**src/rtl/hyst_pkg.sv**
```systemverilog
package hyst_pkg;
  typedef enum logic [1:0] {
    ST_IDLE  = 2'd0,
    ST_BLANK = 2'd1,
    ST_SENSE = 2'd2,
    ST_OFF   = 2'd3
  } sw_state_e;
endpackage

```
**src/rtl/hyst_toff_map.sv**
```systemverilog
module hyst_toff_map #(
  parameter int LVL_W     = 14,
  parameter int MAP_SHIFT = 8,
  parameter int TOFF_MAX  = 64,
  parameter int TOFF_MIN  = 4,
  parameter int CNT_W     = 7
) (
  input  logic [LVL_W-1:0] level_i,
  output logic [CNT_W-1:0] toff_o
);
  localparam logic [LVL_W-1:0] SPAN = LVL_W'(TOFF_MAX - TOFF_MIN);

  logic [LVL_W-1:0] step;

  always_comb begin
    step = level_i >> MAP_SHIFT;
    if (step >= SPAN) toff_o = CNT_W'(TOFF_MIN);
    else              toff_o = CNT_W'(TOFF_MAX) - step[CNT_W-1:0];
  end
endmodule

```
**src/rtl/hyst_level_acc.sv**
```systemverilog
module hyst_level_acc #(
  parameter int LVL_W    = 14,
  parameter int INC_STEP = 100
) (
  input  logic             clk_i,
  input  logic             rst_ni,
  input  logic             clr_i,
  input  logic             hold_i,
  input  logic             inc_i,
  output logic [LVL_W-1:0] level_o
);
  localparam logic [LVL_W:0]   STEP = (LVL_W+1)'(INC_STEP);
  localparam logic [LVL_W-1:0] TOP  = '1;

  logic [LVL_W:0] sum;
  assign sum = {1'b0, level_o} + STEP;

  always_ff @(posedge clk_i or negedge rst_ni) begin
    if (!rst_ni)           level_o <= '0;
    else if (clr_i)        level_o <= '0;
    else if (hold_i)       level_o <= level_o;
    else if (inc_i)        level_o <= sum[LVL_W] ? TOP : sum[LVL_W-1:0];
    else if (level_o != 0) level_o <= level_o - LVL_W'(1);
  end
endmodule

```
**src/rtl/hyst_seq.sv**
```systemverilog
module hyst_seq
  import hyst_pkg::*;
#(
  parameter int LEB_CYC = 4,
  parameter int CNT_W   = 7
) (
  input  logic             clk_i,
  input  logic             rst_ni,
  input  logic             clr_i,
  input  logic             en_i,
  input  logic             fault_i,
  input  logic             peak_i,
  input  logic             bottom_i,
  input  logic             ocp_i,
  input  logic [CNT_W-1:0] toff_i,
  output logic             gate_o,
  output logic             hold_o,
  output logic             inc_o,
  output logic             clr_lvl_o
);
  sw_state_e        state_q;
  logic [CNT_W-1:0] cnt_q;
  logic             first_q, bot_seen_q, ocp_lat_q;
  logic             run;

  assign run = en_i && !fault_i && !ocp_lat_q;

  always_ff @(posedge clk_i or negedge rst_ni) begin
    if (!rst_ni) begin
      state_q    <= ST_IDLE;
      cnt_q      <= '0;
      first_q    <= 1'b0;
      bot_seen_q <= 1'b0;
      ocp_lat_q  <= 1'b0;
    end else if (clr_i) begin
      state_q    <= ST_IDLE;
      cnt_q      <= '0;
      first_q    <= 1'b0;
      bot_seen_q <= 1'b0;
      ocp_lat_q  <= 1'b0;
    end else if (!run) begin
      state_q    <= ST_IDLE;
      cnt_q      <= '0;
      bot_seen_q <= 1'b0;
    end else begin
      unique case (state_q)
        ST_IDLE: begin
          state_q    <= ST_BLANK;
          cnt_q      <= CNT_W'(LEB_CYC);
          first_q    <= 1'b1;
          bot_seen_q <= 1'b0;
        end
        ST_BLANK: begin
          if (cnt_q <= CNT_W'(1)) state_q <= ST_SENSE;
          cnt_q <= cnt_q - CNT_W'(1);
        end
        ST_SENSE: begin
          if (ocp_i) begin
            ocp_lat_q <= 1'b1;
            state_q   <= ST_IDLE;
            cnt_q     <= '0;
          end else begin
            if (bottom_i) bot_seen_q <= 1'b1;
            if (peak_i) begin
              state_q <= ST_OFF;
              cnt_q   <= toff_i;
              first_q <= 1'b0;
            end
          end
        end
        ST_OFF: begin
          if (cnt_q <= CNT_W'(1)) begin
            state_q    <= ST_BLANK;
            cnt_q      <= CNT_W'(LEB_CYC);
            bot_seen_q <= 1'b0;
          end else begin
            cnt_q <= cnt_q - CNT_W'(1);
          end
        end
        default: state_q <= ST_IDLE;
      endcase
    end
  end

  assign gate_o    = (state_q == ST_BLANK) || (state_q == ST_SENSE);
  // frozen while disabled and on the restart edge
  assign hold_o    = !run || (state_q == ST_IDLE);
  assign inc_o     = (state_q == ST_SENSE) && !bottom_i && !bot_seen_q && !first_q;
  assign clr_lvl_o = clr_i || fault_i || ocp_lat_q;
endmodule

```
**src/rtl/hyst_gate_ctrl.sv**
```systemverilog
module hyst_gate_ctrl #(
  parameter int LEB_CYC   = 4,
  parameter int TOFF_MAX  = 64,
  parameter int TOFF_MIN  = 4,
  parameter int LVL_W     = 14,
  parameter int MAP_SHIFT = 8,
  parameter int INC_STEP  = 100
) (
  input  logic clk_i,
  input  logic rst_ni,
  input  logic clr_i,
  input  logic en_i,
  input  logic fault_i,
  input  logic peak_i,
  input  logic bottom_i,
  input  logic ocp_i,
  output logic gate_o
);
  localparam int CNT_MAX = (LEB_CYC > TOFF_MAX) ? LEB_CYC : TOFF_MAX;
  localparam int CNT_W   = $clog2(CNT_MAX + 1);

  logic [LVL_W-1:0] level;
  logic [CNT_W-1:0] toff;
  logic             hold, inc, clr_lvl;

  hyst_toff_map #(
    .LVL_W(LVL_W), .MAP_SHIFT(MAP_SHIFT),
    .TOFF_MAX(TOFF_MAX), .TOFF_MIN(TOFF_MIN), .CNT_W(CNT_W)
  ) u_map (
    .level_i(level),
    .toff_o (toff)
  );

  hyst_level_acc #(.LVL_W(LVL_W), .INC_STEP(INC_STEP)) u_acc (
    .clk_i  (clk_i),
    .rst_ni (rst_ni),
    .clr_i  (clr_lvl),
    .hold_i (hold),
    .inc_i  (inc),
    .level_o(level)
  );

  hyst_seq #(.LEB_CYC(LEB_CYC), .CNT_W(CNT_W)) u_seq (
    .clk_i    (clk_i),
    .rst_ni   (rst_ni),
    .clr_i    (clr_i),
    .en_i     (en_i),
    .fault_i  (fault_i),
    .peak_i   (peak_i),
    .bottom_i (bottom_i),
    .ocp_i    (ocp_i),
    .toff_i   (toff),
    .gate_o   (gate_o),
    .hold_o   (hold),
    .inc_o    (inc),
    .clr_lvl_o(clr_lvl)
  );
endmodule

```
**config.mk**
```make
export PLATFORM = sky130hd
export DESIGN_NAME = hyst_gate_ctrl
export DESIGN_NICKNAME = d
export VERILOG_FILES = /design/src/rtl/hyst_pkg.sv /design/src/rtl/hyst_toff_map.sv /design/src/rtl/hyst_level_acc.sv /design/src/rtl/hyst_seq.sv /design/src/rtl/hyst_gate_ctrl.sv
export SDC_FILE = /design/constraint.sdc
export NUM_CORES = 1
export LEC_CHECK = 0
export BUFFER_PORTS_ARGS = -buffer_cell sky130_fd_sc_hd__buf_4
export CAP_MARGIN = 10
export CORE_ASPECT_RATIO = 0.7
export CORE_MARGIN = 2
export CORE_UTILIZATION = 60
export CTS_CLUSTER_DIAMETER = 150
export DETAILED_ROUTE_END_ITERATION = 10
export PLACE_DENSITY_LB_ADDON = 0.08
export RECOVER_POWER = 50
export SETUP_SLACK_MARGIN = 0.4
export SYNTH_ARGS = -nofsm -noshare
export SYNTH_HDL_FRONTEND = slang
export SYNTH_SLANG_ARGS = --single-unit
```
**constraint.sdc**
```tcl
create_clock -name clk_i -period 2.95 [get_ports clk_i]
set_input_delay 0.1475 -clock clk_i [delete_from_list [all_inputs] [get_ports clk_i]]
set_output_delay 0.1475 -clock clk_i [all_outputs]
set_load 0.05 [all_outputs]
```
==> results by group <==
Outcome
  • Status: completed

Die
  • Core region area: 3446 µm²
  • Die Width: 74.98 µm
  • Num ports: 9
  • Die ar.: 4025 µm²
  • Starting density of the core: 61.40%
  • Die Y: 53.69 µm
  • Row cnt: 18

Yosys
  • Synth Area in Adders: 6.505%
  • Post-synth top flop: dfrtp_1
  • Synth top area cells: dfrtp_1 31%, ha_1 6.5%, a21oi_1 4.0%, o21ai_0 3.8%, nand2_1 3.5%
  • Number of synthesized flops with an enable pin: 0
  • Post-synth top area share: 30.75%
  • Mapped Cells: 256
  • Synth Cell Area: 2116 µm²
  • Syn_nets: 275
  • FF+latch count, synth: 26
  • Post-synth cell types: 62
  • Sequential element share of the synthesized area: 30.75%
  • Post-synthesis mux area share: 1.005%
  • Async S/R FF share, synth: 100.0%
  • Post-Synth XOR/XNOR Area: 3.312%
  • Syn avg cell area: 8.265 µm²
  • Synthesis Warnings: 0
  • Dominant combinational cell family by area after synthesis: compound AO/OA/AOI/OAI gates
  • Fraction of the mapped netlist area in simple logic gates: 23.71%
  • Largest area contributor in the netlist: dfrtp_1
  • Compound-Gate Fraction of Synth Area: 27.44%

Setup path
  • CP max FO: 13
  • Worst path required time: 3.11 ns
  • Crit path kind: flip-flop to flip-flop
  • CP arrival: 2.62 ns
  • Crit path launch type: flip-flop
  • CP endpoint kind: flip-flop

Global routing
  • GRT Util Overall: 28.03%
  • Vias in the first global route: 1,701
  • GR Overflow Total: 0
  • Largest net degree at the start of global routing: 27
  • Initial antenna violation count: 0
  • Global-route wire length before repair: 8459 µm

Timing
  • Max_slew headroom: 1.068%
  • Final setup fails: 0
  • Clock Skew: 0.005371 ns
  • Setup tns final: 0 ns
  • Final Max Tran Viols: 0
  • Max Fclk: 406.2 MHz
  • RSZ-0062 raised after global routing: yes
  • Worst Tran Pin Value: 1.484 ns
  • Min Tclk post-route: 2.462 ns
  • Crit share post-route: 83.44%
  • Final Hold Viols: 0

Place
  • IO Port Bufs: 8
  • HPWL after DPL: 3625 µm
  • Final Wtd Congestion: 0.8878
  • Placed Instances: 303

Drt
  • Vias: 1,981
  • Router iterations before antenna repair: 5
  • Remaining DRCs: 0
  • Routed WL: 5070 µm
  • DR vias/cell: 6.432
  • WL/cell: 16.46 µm
  • Antenna Nets Post-Route: 0
  • DR iter-0 viols: 278

Pwr
  • Lkg Pwr: 0.8619 nW
  • VDD IR max: 0.1849 mV
  • Overall Power: 0.6593 mW
  • Pwr Density: 290.3 nW/µm²

Clock tree
  • H-tree depth: 1
  • Clock sink count: 26
  • Clock Tree Root: clkbuf_8
  • Num CTS Buffers: 3
  • Clock latency at the later pin of the worst-skew pair: 0.28 ns
  • Worst-path clk slew: 0.10 ns
  • Clock Path Buffers: 2
  • CTS tree: done

Cells and area
  • Final nets: 278
  • Final Non-Filler Cells: 308
  • Commonest non-fill, non-tap cell in the layout: dfrtp_1
  • P&R area growth vs syn: 7.333%
  • Util after Layout: 65.90%
  • Layout cells sized above 1: 11.63%
  • Ant diodes: 0
  • Commonest non-fill, non-tap cells in the layout: 26 x dfrtp_1, 20 x nand2_1, 19 x inv_1
  • Fillers: 306

Worst hold path
  • HP Class: input pin to flip-flop

Job
  • Maxcap violations: 0
==> registers in the layout, indices dropped and copies added (netlist names) <==
name,cells
u_acc.level_o,14
u_seq.bot_seen_q,1
u_seq.cnt_q,7
u_seq.first_q,1
u_seq.ocp_lat_q,1
u_seq.state_q,2
==> report_power, final <==
| part | internal (mW) | switching [mW] |
|---|---|---|
| Combinational | 0.0186 | 0.0329 |
| Sequential | 0.359 | 0.00386 |
| Clock | 0.120 | 0.125 |
| Total | 0.497 | 0.162 |
==> metrics by stage <==
step                      setup WS, ns  hold slack (ns)  area, µm²
after floorplan                 0.7368          -0.1481       2116
after global placement          0.4068          0.08093       2192
after detailed placement        0.3674          0.08204       2192
after CTS                       0.4528          0.03419       2262
after global routing            0.3852          0.03533       2271
final                           0.4884          0.03467       2271
==> metal layers <==
metal  GRT usage (%)  vias to the layer above  part of all wire [%]
met3           5.056                        6                   8.9
li1                -                      968                     -
met1           45.49                      905                    51
met5               0                        -                     0
met4           8.631                        0                   1.2
met2           36.40                      102                    39
==> synthesized netlist by cell type, types with 2 or more instances <==
master     number
a31oi_1         6
ha_1           11
a211oi_1        5
o311a_1         2
nor2_1         17
nand4b_1        2
or3_1           7
o31ai_1         7
buf_2           3
nor3_1         11
nand3_1         9
nand2_1        20
nor4b_1         2
buf_6           2
xor2_1          2
or2_2           4
xnor2_1         6
o21ai_0        16
inv_1          19
o221ai_1        2
o22ai_1         2
a32oi_1         4
nor4_1          2
nor3b_1         2
a21oi_1        17
or4_1           2
dfrtp_1        26
o2111ai_1       2
clkbuf_1        7
nand4_1         4
buf_4           2
a311oi_1        3
==> worst paths after layout <==
kind	from	end	slack, ns	cells past startpoint
max	u_acc.level_o[8]	u_acc.level_o[13]	0.49	7
min	clr_i	u_seq.first_q	0.03	2
max reg2reg	u_acc.level_o[8]	u_acc.level_o[13]	0.49	7
min reg2reg	u_seq.cnt_q[4]	u_seq.cnt_q[4]	0.56	2
max in group asynchronous	rst_ni	u_acc.level_o[1]	1.33	2
min in group asynchronous	rst_ni	u_seq.cnt_q[5]	0.75	2
==> area by class of cell <==
type | count | area [µm²] | share of cell area [%]
Clock buffer | 4 | 55.05 | 2.424
Multi-Input combinational cell | 196 | 1335 | 58.79
Tap cell | 50 | 62.56 | 2.755
Inverter | 19 | 71.32 | 3.140
Timing Repair Buffer | 13 | 96.34 | 4.242
Sequential cell | 26 | 650.6 | 28.65
==> worst max-delay path, cell delays in order (launching register included) <==
cell,delay [ns]
dfrtp_1,0.48
inv_1,0.11
ha_1,0.22
or3b_2,0.53
nor2_2,0.26
a41o_4,0.33
a31oi_1,0.06
a2111oi_0,0.34
==> repair_timing <==
item / CTS / global route
gates resized for setup: 2 / 2
pin swaps: 0 / 0
hold buffers: 1 / 0
hold endpoints to repair: 26 / 0
endpoints found under the setup margin: 3 / 5
buffers inserted: 0 / 0
==> cells by family (layout without fill, tap and decap cells) <==
group / count (synthesis) / after routing
AND/OR/NAND/NOR: 93 / 93
flip-flops: 26 / 26
adder cells (fa/ha/maj): 11 / 11
AO/OA/AOI/OAI: 82 / 82
multiplexers: 2 / 2
XOR/XNOR: 8 / 8
buffers and inverters: 34 / 36
Power figures use the tool's default switching activity.
